==> src/rtl/vidcmd_pkg.sv <==
package vidcmd_pkg;
  localparam logic [7:0] ESC_BYTE   = 8'hAF;
  localparam logic [7:0] OPC_WRITE  = 8'h20;
  localparam logic [7:0] OPC_COPY   = 8'h6A;
  localparam logic [7:0] LOCK_REG   = 8'hFF;
  localparam logic [7:0] LOCK_ON    = 8'h00;
  localparam logic [7:0] LOCK_OFF   = 8'hFF;
  localparam int         REG_DEPTH  = 8'h00;
  localparam int         REG_HPIX   = 8'h0F;
  localparam int         REG_VPIX   = 8'h17;
  localparam int         REG_PCLK   = 8'h1B;
  localparam int         REG_BLANK  = 8'h1F;
  localparam int         REG_BASE16 = 8'h20;
  localparam int         REG_BASE8  = 8'h26;
  localparam int         COPY_ARGS  = 7;

  typedef enum logic [2:0] {
    PS_IDLE,
    PS_OPC,
    PS_ADDR,
    PS_DATA,
    PS_ARGS
  } pstate_e;
endpackage

==> src/rtl/vidcmd_parser.sv <==
module vidcmd_parser
  import vidcmd_pkg::*;
(
  input  logic        clk_i,
  input  logic        rst_ni,
  input  logic        in_valid_i,
  input  logic [7:0]  in_data_i,
  output logic        wr_v_o,
  output logic [7:0]  wr_addr_o,
  output logic [7:0]  wr_data_o,
  output logic        copy_v_o,
  output logic [23:0] copy_src_o,
  output logic [7:0]  copy_len_o,
  output logic [23:0] copy_dst_o,
  output logic        err_o
);
  localparam int ARG_BYTES = COPY_ARGS - 1;
  localparam int CNT_W     = $clog2(COPY_ARGS);

  pstate_e              state_q;
  logic [CNT_W-1:0]     cnt_q;
  logic [8*ARG_BYTES-1:0] arg_q;
  logic [7:0]           addr_q;

  always_ff @(posedge clk_i or negedge rst_ni) begin
    if (!rst_ni) begin
      state_q    <= PS_IDLE;
      cnt_q      <= '0;
      arg_q      <= '0;
      addr_q     <= '0;
      wr_v_o     <= 1'b0;
      wr_addr_o  <= '0;
      wr_data_o  <= '0;
      copy_v_o   <= 1'b0;
      copy_src_o <= '0;
      copy_len_o <= '0;
      copy_dst_o <= '0;
      err_o      <= 1'b0;
    end else begin
      wr_v_o   <= 1'b0;
      copy_v_o <= 1'b0;
      if (in_valid_i) begin
        unique case (state_q)
          PS_IDLE: begin
            if (in_data_i == ESC_BYTE) state_q <= PS_OPC;
            else                       err_o   <= 1'b1;
          end
          PS_OPC: begin
            if (in_data_i == ESC_BYTE) begin
              state_q <= PS_OPC;  // re-arm: trailing escape is harmless
            end else if (in_data_i == OPC_WRITE) begin
              state_q <= PS_ADDR;
            end else if (in_data_i == OPC_COPY) begin
              state_q <= PS_ARGS;
              cnt_q   <= '0;
            end else begin
              state_q <= PS_IDLE;
              err_o   <= 1'b1;
            end
          end
          PS_ADDR: begin
            addr_q  <= in_data_i;
            state_q <= PS_DATA;
          end
          PS_DATA: begin
            wr_v_o    <= 1'b1;
            wr_addr_o <= addr_q;
            wr_data_o <= in_data_i;
            state_q   <= PS_IDLE;
          end
          PS_ARGS: begin
            if (cnt_q == CNT_W'(COPY_ARGS - 1)) begin
              copy_v_o   <= 1'b1;
              copy_src_o <= arg_q[8*ARG_BYTES-1 -: 24];
              copy_len_o <= arg_q[8*ARG_BYTES-25 -: 8];
              copy_dst_o <= {arg_q[15:0], in_data_i};
              state_q    <= PS_IDLE;
            end else begin
              arg_q <= {arg_q[8*ARG_BYTES-9:0], in_data_i};
              cnt_q <= cnt_q + 1'b1;
            end
          end
          default: state_q <= PS_IDLE;
        endcase
      end
    end
  end

  assert_err_sticky_R10: assert property (@(posedge clk_i) disable iff (!rst_ni)
    err_o |=> err_o);
  assert_wr_single_R2: assert property (@(posedge clk_i) disable iff (!rst_ni)
    wr_v_o |=> !wr_v_o);
  assert_copy_single_R8: assert property (@(posedge clk_i) disable iff (!rst_ni)
    copy_v_o |=> !copy_v_o);
  assert_one_event_R8: assert property (@(posedge clk_i) disable iff (!rst_ni)
    $onehot0({wr_v_o, copy_v_o}));
endmodule

==> src/rtl/vidcmd_bank.sv <==
module vidcmd_bank
  import vidcmd_pkg::*;
#(
  parameter int NUM_REGS = 48
) (
  input  logic                  clk_i,
  input  logic                  rst_ni,
  input  logic                  wr_v_i,
  input  logic [7:0]            wr_addr_i,
  input  logic [7:0]            wr_data_i,
  output logic [NUM_REGS*8-1:0] live_o,
  output logic                  locked_o,
  output logic                  commit_o
);
  logic lock_hit, do_lock, do_unlock;

  assign lock_hit  = wr_v_i && (wr_addr_i == LOCK_REG);
  assign do_lock   = lock_hit && (wr_data_i == LOCK_ON);
  assign do_unlock = lock_hit && (wr_data_i == LOCK_OFF);

  always_ff @(posedge clk_i or negedge rst_ni) begin
    if (!rst_ni) begin
      locked_o <= 1'b0;
      commit_o <= 1'b0;
    end else begin
      commit_o <= do_unlock;
      if (do_lock)        locked_o <= 1'b1;
      else if (do_unlock) locked_o <= 1'b0;
    end
  end

  for (genvar i = 0; i < NUM_REGS; i++) begin : g_reg
    logic       hit;
    logic [7:0] shadow_q;
    assign hit = wr_v_i && (wr_addr_i == 8'(i));
    always_ff @(posedge clk_i or negedge rst_ni) begin
      if (!rst_ni) begin
        shadow_q          <= '0;
        live_o[8*i +: 8]  <= '0;
      end else begin
        if (hit) shadow_q <= wr_data_i;
        if (do_unlock)             live_o[8*i +: 8] <= shadow_q;
        else if (hit && !locked_o) live_o[8*i +: 8] <= wr_data_i;
      end
    end
  end

  assert_locked_hold_R3: assert property (@(posedge clk_i) disable iff (!rst_ni)
    (locked_o && !do_unlock) |=> $stable(live_o));
  assert_commit_unlocks_R4: assert property (@(posedge clk_i) disable iff (!rst_ni)
    commit_o |-> !locked_o);
  assert_commit_pulse_R4: assert property (@(posedge clk_i) disable iff (!rst_ni)
    commit_o |=> !commit_o);
  assert_lock_takes_R3: assert property (@(posedge clk_i) disable iff (!rst_ni)
    do_lock |=> locked_o);
endmodule

==> src/rtl/vidcmd_fields.sv <==
module vidcmd_fields
  import vidcmd_pkg::*;
#(
  parameter int NUM_REGS = 48
) (
  input  logic [NUM_REGS*8-1:0] live_i,
  output logic [7:0]            depth_o,
  output logic [7:0]            blank_o,
  output logic [23:0]           base16_o,
  output logic [23:0]           base8_o,
  output logic [15:0]           hpix_o,
  output logic [15:0]           vpix_o,
  output logic [15:0]           pclk_o
);
  assign depth_o  = live_i[8*REG_DEPTH +: 8];
  assign blank_o  = live_i[8*REG_BLANK +: 8];
  // lowest address is most significant
  assign base16_o = {live_i[8*REG_BASE16 +: 8], live_i[8*(REG_BASE16+1) +: 8],
                     live_i[8*(REG_BASE16+2) +: 8]};
  assign base8_o  = {live_i[8*REG_BASE8 +: 8], live_i[8*(REG_BASE8+1) +: 8],
                     live_i[8*(REG_BASE8+2) +: 8]};
  assign hpix_o   = {live_i[8*REG_HPIX +: 8], live_i[8*(REG_HPIX+1) +: 8]};
  assign vpix_o   = {live_i[8*REG_VPIX +: 8], live_i[8*(REG_VPIX+1) +: 8]};
  // pixel clock: low byte first
  assign pclk_o   = {live_i[8*(REG_PCLK+1) +: 8], live_i[8*REG_PCLK +: 8]};
endmodule

==> src/rtl/vidcmd_top.sv <==
module vidcmd_top
  import vidcmd_pkg::*;
#(
  parameter int NUM_REGS = 48
) (
  input  logic                  clk_i,
  input  logic                  rst_ni,
  input  logic                  in_valid_i,
  input  logic [7:0]            in_data_i,
  output logic                  in_ready_o,
  output logic [NUM_REGS*8-1:0] live_o,
  output logic [7:0]            depth_o,
  output logic [7:0]            blank_o,
  output logic [23:0]           base16_o,
  output logic [23:0]           base8_o,
  output logic [15:0]           hpix_o,
  output logic [15:0]           vpix_o,
  output logic [15:0]           pclk_o,
  output logic                  locked_o,
  output logic                  commit_o,
  output logic                  copy_valid_o,
  output logic [23:0]           copy_src_o,
  output logic [7:0]            copy_len_o,
  output logic [23:0]           copy_dst_o,
  output logic                  err_o
);
  logic       wr_v;
  logic [7:0] wr_addr, wr_data;

  assign in_ready_o = 1'b1;

  vidcmd_parser u_parser (
    .clk_i      (clk_i),
    .rst_ni     (rst_ni),
    .in_valid_i (in_valid_i),
    .in_data_i  (in_data_i),
    .wr_v_o     (wr_v),
    .wr_addr_o  (wr_addr),
    .wr_data_o  (wr_data),
    .copy_v_o   (copy_valid_o),
    .copy_src_o (copy_src_o),
    .copy_len_o (copy_len_o),
    .copy_dst_o (copy_dst_o),
    .err_o      (err_o)
  );

  vidcmd_bank #(.NUM_REGS(NUM_REGS)) u_bank (
    .clk_i     (clk_i),
    .rst_ni    (rst_ni),
    .wr_v_i    (wr_v),
    .wr_addr_i (wr_addr),
    .wr_data_i (wr_data),
    .live_o    (live_o),
    .locked_o  (locked_o),
    .commit_o  (commit_o)
  );

  vidcmd_fields #(.NUM_REGS(NUM_REGS)) u_fields (
    .live_i   (live_o),
    .depth_o  (depth_o),
    .blank_o  (blank_o),
    .base16_o (base16_o),
    .base8_o  (base8_o),
    .hpix_o   (hpix_o),
    .vpix_o   (vpix_o),
    .pclk_o   (pclk_o)
  );

  assert_copy_keeps_bank_R8: assert property (@(posedge clk_i) disable iff (!rst_ni)
    copy_valid_o |=> $stable(live_o));
  assert_ready_R12: assert property (@(posedge clk_i) disable iff (!rst_ni)
    in_valid_i |-> in_ready_o);
endmodule

==> config.mk <==
export PLATFORM = sky130hd
export DESIGN_NAME = vidcmd_top
export DESIGN_NICKNAME = d
export VERILOG_FILES = /design/src/rtl/vidcmd_pkg.sv /design/src/rtl/vidcmd_parser.sv /design/src/rtl/vidcmd_bank.sv /design/src/rtl/vidcmd_fields.sv /design/src/rtl/vidcmd_top.sv
export SDC_FILE = /design/constraint.sdc
export NUM_CORES = 1
export LEC_CHECK = 0
export BUFFER_PORTS_ARGS = -buffer_cell sky130_fd_sc_hd__buf_2
export CORE_UTILIZATION = 40
export CTS_CLUSTER_DIAMETER = 200
export DETAILED_ROUTE_END_ITERATION = 16
export HOLD_SLACK_MARGIN = 0.15
export PLACE_DENSITY_LB_ADDON = 0.15
export SLEW_MARGIN = 20
export SYNTH_ARGS = -nofsm -noshare
export SYNTH_HDL_FRONTEND = slang
export SYNTH_SLANG_ARGS = --single-unit
==> constraint.sdc <==
create_clock -name clk_i -period 5 [get_ports clk_i]
set_input_delay 1.5 -clock clk_i [delete_from_list [all_inputs] [get_ports clk_i]]
set_output_delay 1.5 -clock clk_i [all_outputs]
set_load 0.01 [all_outputs]
==> results by group, run 1 <==
Run status
  • Outcome: complete, no violations

STA
  • RSZ-0062 raised after global routing: false
  • Setup_tns: 0 ns
  • Final hold vios: 0
  • Clk_skew: 0.0155 ns
  • Max Slew Vio Count: 0
  • Minimum clock period: 3.62 ns
  • Fmax: 276 MHz
  • Fin crit share: 0.724
  • Final setup vio count: 0
  • Slew @ Worst Pin: 1.16 ns
  • Slew headroom: 0.229

Worst setup path
  • CP Class: reg -> reg
  • Worst r2r path cells: 5
  • Setup crit end: u_bank.live_o[318]
  • FF-to-FF End: u_bank.live_o[318]
  • Setup slack, reg-to-reg: around 1.4 ns
  • Crit path from: u_parser.wr_addr_o[0]
  • CP endpoint kind: flip-flop
  • CP arrival: roughly 4.2 ns
  • Reg2reg start: u_parser.wr_addr_o[0]
  • CP required: about 5.6 ns
  • Worst Path Max Fanout: 175
  • Element type at the critical path start: flip-flop

Cells and area
  • Final core utilization: 0.473
  • Layout cells sized above 1: 0.547
  • Commonest non-fill, non-tap cell in the layout: mux2_2
  • P&R area growth vs syn: 16.6%
  • Nets: 3107
  • Most frequent cells in the layout: mux2_2, dfrtp_1, buf_2

CTS
  • H-Tree Depth: 3
  • CTS Buffer Depth: 3
  • Reg clk slew, reported paths: 0.06 ns
  • Clock sinks: 907
  • CTS tree: built
  • Worst-Skew Late Latency: 0.69 ns
  • Setup bufs post-CTS: 0
  • Post-CTS Hold Fix Bufs: 0
  • Root buf cell: clkbuf_16
  • Post-CTS Resized: 0
  • CTS Buf Count: 103

Detailed routing
  • DR DRC count: 0
  • Final ANT Viol Nets: 0
  • Wire length per cell: 24.2 um
  • Detailed-route wire length: between 100000 and 150000 um
  • Pre-antenna DRT Iters: 4
  • Iter 0 DRT Violations: about 950
  • Vias/cell: 5.22
  • Via count: ~23000

Synthesis
  • Mean Syn Cell Area: between 15 and 20 um^2
  • Post-synth cell types: between 40 and 50
  • Synth Register Bits: 907
  • Syn Nets: 2687
  • Async SR Flop Fraction: 1.00
  • Post-synth EDFFs: 0
  • Yosys top cell by area: dfrtp_1
  • Register area share after synthesis: 0.565
  • Cell count after synthesis: 2674
  • Share of the synthesized area in the top cell type: 0.565
  • Synthesis warning total: 0
  • Main synth FF type: dfrtp_1
  • Netlist Area Pre-Place: around 40000 um^2
  • Main area contributors after synthesis: dfrtp_1, mux2_2, mux2_1

Placement
  • Sum of net half-perimeters after detailed placement: 71800 um
  • Port bufs: around 570
  • GPL Wtd Cong: 0.751

GRT
  • Total gr overflow: 0
  • GRT Resource Usage Total: 0.213
  • Pin count of the biggest net entering global routing: roughly 180
  • Wire length of the first global-routing pass: approximately 160000 um
  • Vias in the first global route: 24700
  • Initial antenna violation count: 0

Die
  • I/O pin count: 568
  • Die Height: around 320 um
  • Die width: 319 um
  • Core area: 99000 um^2
  • Area of the die: approximately 100000 um^2
  • Row count: 115
  • Initial Utilization: 0.406

Power and ir drop
  • Pwr dens: between 300 and 400 nW/um^2
  • P_leak: 25.6 nW
  • Peak VDD IR: ~0.30 mV

Hold path
  • Hold Crit Class: reg -> reg

Flow run
  • Max-Cap Viols: 0
## layer usage
layer	vias to the layer above	GRT usage	part of all wire
li1	10300	-	-
met4	0	0.0738	0.030
met3	160	0.0417	0.048
met2	552	0.359	0.49
met5	-	0	0
met1	12300	0.273	0.43
## registers in the layout, summed over array words and instances (netlist names), 8 cells and up
signal,flops
u_parser.wr_addr_o,8
u_parser.copy_src_o,24
u_parser.copy_dst_o,24
u_parser.addr_q,8
u_bank.g.shadow_q,384
u_bank.live_o,384
u_parser.arg_q,48
u_parser.copy_len_o,8
u_parser.wr_data_o,8
## synthesized netlist by cell type (3+ instances only)
cell type	number
mux2_2	915
nand3_1	4
mux2_1	365
buf_4	147
buf_2	22
nor3b_1	4
clkbuf_1	110
or2_2	3
buf_1	5
nor4_1	4
nand2b_1	5
dfrtp_1	907
nand2_1	34
nor2_2	10
o21ai_0	3
and3_1	3
nor4_4	16
buf_6	5
nor2_1	31
nor2b_1	3
inv_1	7
nand4_1	35
## critical path, cell delays in order (launching register included)
cell and delay, ns:
dfrtp_1 0.47, and2_1 0.59, nand2_1 0.26, or4_4 0.96, buf_12 0.41, mux2_1 0.53
## cell type report
class	count	area [um^2]
clock buffer	153	3060
multi-input combinational	1469	15800
timing repair buffer	606	3270
fill	8671	52100
inverter	7	26.3
sequential	907	22700
antenna	5	12.5
clock inverter	36	380
tap	1287	1610
## power by group
part           total [W]  switching [W]  internal [W]
Sequential       0.00739      0.0000232       0.00737
Clock            0.00757        0.00308       0.00449
Combinational   0.000226       0.000176     0.0000502
Total             0.0152        0.00328        0.0119
## per-stage QoR
stage	hold WS [ns]	power [W]	instances	worst slack, ns	area, um^2
2_1_floorplan	0.452	0.00756	2674	2.26	40200
3_3_place_gp	0.459	0.00775	4276	1.53	43400
3_5_place_dp	0.464	0.00777	4276	1.40	43400
4_1_cts	0.477	0.0154	4465	1.38	46800
5_1_grt	0.489	0.0157	4465	1.22	46800
6_report	0.468	0.0152	4470	1.38	46900
## cell families (layout without fill, tap and decap cells)
family | Yosys count | after routing | share of synthesized area
and+or+nand+nor | 168 | 168 | 0.0287
other | 1 | 6 | 0.0000934
AOI/OAI and AO/OA | 16 | 16 | 0.00274
adders and majority gates | 2 | 2 | 0.000623
muxes | 1282 | 1282 | 0.359
DFF | 907 | 907 | 0.565
buffers and inverters | 298 | 802 | 0.0435
## how the worst min path moves through the flow
stage,cells after the start,to,start,slack (ns)
2_1_floorplan,1,u_bank.live_o[143],u_bank.g_reg[17].shadow_q[7],0.45
3_3_place_gp,1,u_bank.live_o[8],u_bank.g_reg[1].shadow_q[0],0.46
3_5_place_dp,1,u_bank.live_o[272],u_bank.g_reg[34].shadow_q[0],0.46
4_1_cts,1,u_bank.live_o[311],u_bank.g_reg[38].shadow_q[7],0.48
5_1_grt,1,u_bank.live_o[196],u_bank.g_reg[24].shadow_q[4],0.49
6_report,1,u_bank.live_o[299],u_bank.g_reg[37].shadow_q[3],0.47
Power figures use the tool's default switching activity.
==> run 2: changes to the inputs <==
clock period = 3.5 ns   (was 5 ns; I/O delays follow)
==> results by group, run 2 (same netlist as run 1, synthesis figures left out) <==
Worst setup path
  • Setup slack, reg-to-reg: 0.60 ns (was 1.38 ns)
  • Element type at the critical path start: flip-flop (unchanged)
  • CP max-delay cell: or4b_4 (was or4_4)
  • CP Class: reg -> reg (unchanged)
  • Max incr delay on CP: 0.90 ns (was 0.96 ns)
  • CP endpoint kind: flip-flop (unchanged)
  • CP arrival: 3.44 ns (was 4.17 ns)
  • CP required: 4.04 ns (was 5.56 ns)
  • Crit path cell chain: or4b_4, nor4_4, mux2_2, mux2_1 (was and2_1, nand2_1, or4_4, buf_12, mux2_1)
  • Worst Path Max Fanout: 26 (was 175)

CTS
  • Post-CTS Resized: 0 (unchanged)
  • CTS Buffer Depth: 3 (unchanged)
  • CTS tree: built (unchanged)
  • Clock sinks: 907 (unchanged)
  • Root buf cell: clkbuf_16 (unchanged)
  • Reg clk slew, reported paths: 0.06 ns (about the same)
  • CTS Buf Count: 100 (was 103)
  • Worst-Skew Late Latency: 0.68 ns (was 0.69 ns)
  • Setup bufs post-CTS: 0 (unchanged)
  • H-Tree Depth: 3 (unchanged)
  • Post-CTS Hold Fix Bufs: 0 (unchanged)

Cells and area
  • Most frequent cells in the layout: mux2_2, dfrtp_1, buf_2 (unchanged)
  • Commonest non-fill, non-tap cell in the layout: mux2_2 (unchanged)
  • Largest regs: u_bank.g.shadow_q (384), u_bank.live_o (384), u_parser.arg_q (48) (unchanged)
  • Layout cells sized above 1: 0.552 (was 0.547)
  • Nets: 3136 (was 3107)
  • Fillers: 8650 (was 8671)
  • P&R area growth vs syn: 17.4% (was 16.6%)
  • Final core utilization: 0.476 (was 0.473)
  • Antenna diodes: 0 (was 5)

Die
  • Row count: 115 (unchanged)
  • Area of the die: 102000 um^2 (unchanged)
  • I/O pin count: 568 (unchanged)
  • Die Height: 319 um (unchanged)
  • Initial Utilization: 0.406 (unchanged)
  • Core area: 99000 um^2 (unchanged)
  • Die width: 319 um (unchanged)

Placement
  • Port bufs: 566 (unchanged)
  • GPL Wtd Cong: 0.786 (was 0.751)
  • Sum of net half-perimeters after detailed placement: 73100 um (was 71800 um)
  • Dpl ws: 0.630 ns (was 1.40 ns)

GRT
  • Vias in the first global route: 25200 (was 24700)
  • Wire length of the first global-routing pass: 166000 um (was 163000 um)
  • Initial antenna violation count: 0 (unchanged)
  • Pin count of the biggest net entering global routing: 125 (was 176)
  • Total gr overflow: 0 (unchanged)
  • GRT Resource Usage Total: 0.218 (was 0.213)

Run status
  • Outcome: complete, no violations (unchanged)

Hold path
  • Hold Crit Class: in -> async (was reg -> reg)

STA
  • Minimum clock period: 2.90 ns (was 3.62 ns)
  • Min Hold Slack: 0.372 ns (was 0.468 ns)
  • Setup ws final: 0.603 ns (was 1.38 ns)
  • Max Slew Vio Count: 0 (unchanged)
  • Slew @ Worst Pin: 1.00 ns (was 1.16 ns)
  • Final setup vio count: 0 (unchanged)
  • Final hold vios: 0 (unchanged)
  • RSZ-0062 raised after global routing: false (unchanged)
  • Slew headroom: 0.334 (was 0.229)
  • Clk_skew: 0.0232 ns (was 0.0155 ns)
  • Fin crit share: 0.828 (was 0.724)
  • Setup_tns: 0 ns (unchanged)
  • Fmax: 345 MHz (was 276 MHz)

Power and ir drop
  • Clock power share: 0.498 (about the same)
  • Peak VDD IR: 0.402 mV (was 0.298 mV)
  • NetSw: 0.00461 W (was 0.00328 W)
  • Internal Power: 0.0171 W (was 0.0119 W)
  • P_leak: 25.8 nW (was 25.6 nW)
  • Switching Fraction: 0.212 (was 0.216)
  • Pwr dens: 461 nW/um^2 (was 324 nW/um^2)
  • Sequential Power Share: 0.486 (was 0.487)
  • Combinational Power Share: 0.015 (about the same)

Detailed routing
  • Wire length per cell: 24.5 um (was 24.2 um)
  • Pre-antenna DRT Iters: 5 (was 4)
  • Vias/cell: 5.21 (was 5.22)
  • Detailed-route wire length: 110000 um (was 108000 um)
  • Final ANT Viol Nets: 0 (unchanged)
  • Iter 0 DRT Violations: 1086 (was 949)
  • Via count: 23400 (was 23300)
  • DR DRC count: 0 (unchanged)

Flow run
  • Max-Cap Viols: 0 (unchanged)
-- run 2: cell count changes in the layout (fill, tap and decap cells not counted), sizes merged --
cell / before / now
clkbuf: 153 / 150
bufinv: 5 / 7
inv: 10 / 9
buf: 606 / 638
clkinv: 22 / 19
diode: 5 / 0
-- run 2: per-layer routing --
| metal | global-route usage | routed length, um |
|---|---|---|
| met2 | 0.373 | 55000 |
| met3 | 0.0452 | 5280 |
| met1 | 0.275 | 46800 |
| met4 | 0.0699 | 3050 |
| met5 | 0 | 0 |
-- run 2: through the flow --
step,instances,power [W],instance area [um^2]
floorplan,2674,0.0108,40200
global placement,4308,0.0111,43700
detailed placement,4308,0.0111,43700
CTS,4492,0.0221,47200
global route,4492,0.0226,47200
finish,4492,0.0217,47200
-- run 2: power by group through the flow --
stage                     combinational (W)  sequential (W)  clock, W
final                              0.000335          0.0106    0.0108
after global routing               0.000390          0.0106    0.0116
after CTS                          0.000355          0.0106    0.0112
after detailed placement           0.000354          0.0108         0
after global placement             0.000340          0.0107         0
after floorplan                   0.0000523          0.0107         0
-- run 2: worst paths after layout --
kind / depth (start not counted) / start / endpoint
min reg2reg: 1 / u_bank.g_reg[1].shadow_q[2] / u_bank.live_o[10]
max in group asynchronous: 3 / rst_ni / u_bank.live_o[231]
max: 4 / u_parser.wr_addr_o[7] / u_bank.live_o[153]
max reg2reg: 4 / u_parser.wr_addr_o[7] / u_bank.live_o[153]
min: 1 / rst_ni / u_bank.g_reg[21].shadow_q[3]
min in group clk_i: 1 / u_bank.g_reg[1].shadow_q[2] / u_bank.live_o[10]
-- run 2: worst max-delay path: cells and delay by family, from the launching register on --
family,cells,cell delay [ns]
flip-flops,1,0.49
AND/OR/NAND/NOR,2,1.53
multiplexers,2,0.71
-- run 2: cell type report --
type / count / area (um^2) / area share
Sequential cell: 907 / 22700 / 0.482
Multi-Input combinational cell: 1469 / 15800 / 0.335
Timing Repair Buffer: 638 / 3580 / 0.0760
Clock buffer: 150 / 3040 / 0.0645
Tap cell: 1287 / 1610 / 0.0341
Clock inverter: 34 / 394 / 0.00836
Inverter: 7 / 26.3 / 0.000557
==> run 3: changes to the inputs <==
clock period = 2.9 ns   (was 3.5 ns; I/O delays follow)
==> results by group, run 3 (same netlist as run 1, synthesis figures left out) <==
CTS
  • CTS tree: built (unchanged)
  • Setup bufs post-CTS: 0 (unchanged)
  • Clock sinks: 907 (unchanged)
  • Worst-Skew Late Latency: 0.70 ns (was 0.68 ns)
  • CTS Buffer Depth: 3 (unchanged)
  • Reg clk slew, reported paths: 0.06 ns (about the same)
  • Root buf cell: clkbuf_16 (unchanged)
  • CTS Buf Count: 101 (was 100)
  • H-Tree Depth: 3 (unchanged)

Cells and area
  • Most frequent cells in the layout: mux2_2, dfrtp_1, buf_2 (unchanged)
  • Layout cells sized above 1: 0.556 (was 0.552)
  • Nets: 3181 (was 3136)
  • Antenna diodes: 0 (unchanged)
  • Reg area: 22700 um^2 (unchanged)
  • Multi-input logic area: 15800 um^2 (about the same)
  • Largest regs: u_bank.g.shadow_q (384), u_bank.live_o (384), u_parser.arg_q (48) (unchanged)
  • P&R area growth vs syn: 18.3% (was 17.4%)
  • Fillers: 8620 (was 8650)
  • Commonest non-fill, non-tap cell in the layout: mux2_2 (unchanged)

GRT
  • M2 GR Usage: 0.372 (was 0.373)
  • Pin count of the biggest net entering global routing: 130 (was 125)
  • Total gr overflow: 0 (unchanged)
  • Met1 usage: 0.271 (was 0.275)
  • Vias in the first global route: 25500 (was 25200)
  • Met3 Usage GRT: 0.0465 (was 0.0452)
  • GRT Resource Usage Total: 0.216 (was 0.218)
  • Initial antenna violation count: 1 (was 0)
  • Top Usage Layer GRT: met2 (unchanged)
  • Wire length of the first global-routing pass: 166000 um (about the same)

Detailed routing
  • Via count: 23500 (was 23400)
  • Iter 0 DRT Violations: 855 (was 1086)
  • Detailed-route wire length: 109000 um (was 110000 um)
  • Final ANT Viol Nets: 0 (unchanged)
  • DR DRC count: 0 (unchanged)
  • Pre-antenna DRT Iters: 4 (was 5)
  • Wire length per cell: 24.1 um (was 24.5 um)
  • Vias/cell: 5.19 (was 5.21)

Die
  • Area of the die: 102000 um^2 (unchanged)
  • Die Height: 319 um (unchanged)
  • Die width: 319 um (unchanged)
  • Initial Utilization: 0.406 (unchanged)
  • Row count: 115 (unchanged)
  • Core area: 99000 um^2 (unchanged)
  • I/O pin count: 568 (unchanged)

STA
  • Final hold vios: 0 (unchanged)
  • Max Slew Vio Count: 0 (unchanged)
  • Minimum clock period: 2.64 ns (was 2.90 ns)
  • Slew headroom: 0.285 (was 0.334)
  • RSZ-0062 raised after global routing: false (unchanged)
  • Slew @ Worst Pin: 1.07 ns (was 1.00 ns)
  • Fin crit share: 0.912 (was 0.828)
  • Clk_skew: 0.0240 ns (was 0.0232 ns)
  • Final setup vio count: 0 (unchanged)
  • Fmax: 378 MHz (was 345 MHz)
  • Setup_tns: 0 ns (unchanged)

Worst setup path
  • WP depth: 4 (unchanged)
  • Worst r2r path cells: 4 (unchanged)
  • Crit path cell chain: nor2b_2, nand4_1, mux2_2, mux2_1 (was or4b_4, nor4_4, mux2_2, mux2_1)
  • CP arrival: 3.21 ns (was 3.44 ns)
  • Element type at the critical path start: flip-flop (unchanged)
  • CP top delay family: simple AND/OR/NAND/NOR gates (unchanged)
  • Worst Path Max Fanout: 11 (was 26)
  • Max incr delay on CP: 0.64 ns (was 0.90 ns)
  • CP Class: reg -> reg (unchanged)
  • Buf/Inv on CP: 0 (unchanged)
  • CP endpoint kind: flip-flop (unchanged)
  • CP required: 3.47 ns (was 4.04 ns)
  • CP max-delay cell: nor2b_2 (was or4b_4)

Placement
  • GPL Wtd Cong: 0.744 (was 0.786)
  • Port bufs: 566 (unchanged)
  • Sum of net half-perimeters after detailed placement: 70400 um (was 73100 um)

Flow run
  • Max-Cap Viols: 0 (unchanged)

Power and ir drop
  • Peak VDD IR: 0.400 mV (was 0.402 mV)
  • Pwr dens: 549 nW/um^2 (was 461 nW/um^2)
  • P_leak: 26.0 nW (was 25.8 nW)
  • Total chip power: 0.0261 W (was 0.0217 W)

Hold path
  • Hold Crit Class: reg -> reg (was in -> async)
  • Hold Path Depth: 1

Run status
  • Outcome: complete, no violations (unchanged)
run 3: changes by cell type in the layout (fill, tap and decap cells not counted), moves of 3 or more:
cell	delta
clkinv_2	-4
clkinvlp_4	-5
clkbuf_1	+6
inv_16	+5
buf_12	+7
bufinv_16	-3
buf_4	+36
run 3: area by class of cell:
class / count / share of cell area
inverter: 7 / 0.000553
tap: 1287 / 0.0339
timing repair buffer: 682 / 0.0842
sequential: 907 / 0.478
clock buffer: 155 / 0.0638
multi-input combinational: 1469 / 0.332
clock inverter: 27 / 0.00758
run 3: repair_timing:
action                    CTS  global route
gates resized for setup     0             0
hold endpoints to repair   17             0
hold buffers                1             0
run 3: routing by layer:
metal | up-vias | routed length (um)
li1 | 10400 | -
met1 | 12400 | 46300
met2 | 520 | 55000
met3 | 137 | 5440
met4 | 0 | 2510
met5 | - | 0
run 3: report_power, final:
group	leakage, nW	switching (W)	internal, W
Sequential	12.6	0.0000406	0.0127
Clock	1.67	0.00534	0.00759
Combinational	11.7	0.000306	0.0000968
run 3: per-stage QoR:
stage	area, um^2	hold WS (ns)	std cells	worst slack, ns	utilization
2_1_floorplan	40200	0.452	2674	0.500	-
3_3_place_gp	44100	0.457	4351	0.210	0.446
3_5_place_dp	44100	0.464	4351	0.200	0.446
4_1_cts	47500	0.457	4534	0.186	0.480
5_1_grt	47500	0.486	4534	0.0677	0.480
6_report	47500	0.472	4534	0.257	0.480
run 3: path summary, 6_finish.rpt:
check / start / slack [ns] / to
min: u_bank.g_reg[41].shadow_q[5] / 0.47 / u_bank.live_o[333]
max in group asynchronous: rst_ni / 1.16 / u_parser.copy_src_o[7]
max reg2reg: u_parser.wr_addr_o[0] / 0.26 / u_bank.live_o[8]
min in group asynchronous: rst_ni / 0.72 / u_bank.g_reg[19].shadow_q[6]
min reg2reg: u_bank.g_reg[41].shadow_q[5] / 0.47 / u_bank.live_o[333]
max: u_parser.wr_addr_o[0] / 0.26 / u_bank.live_o[8]
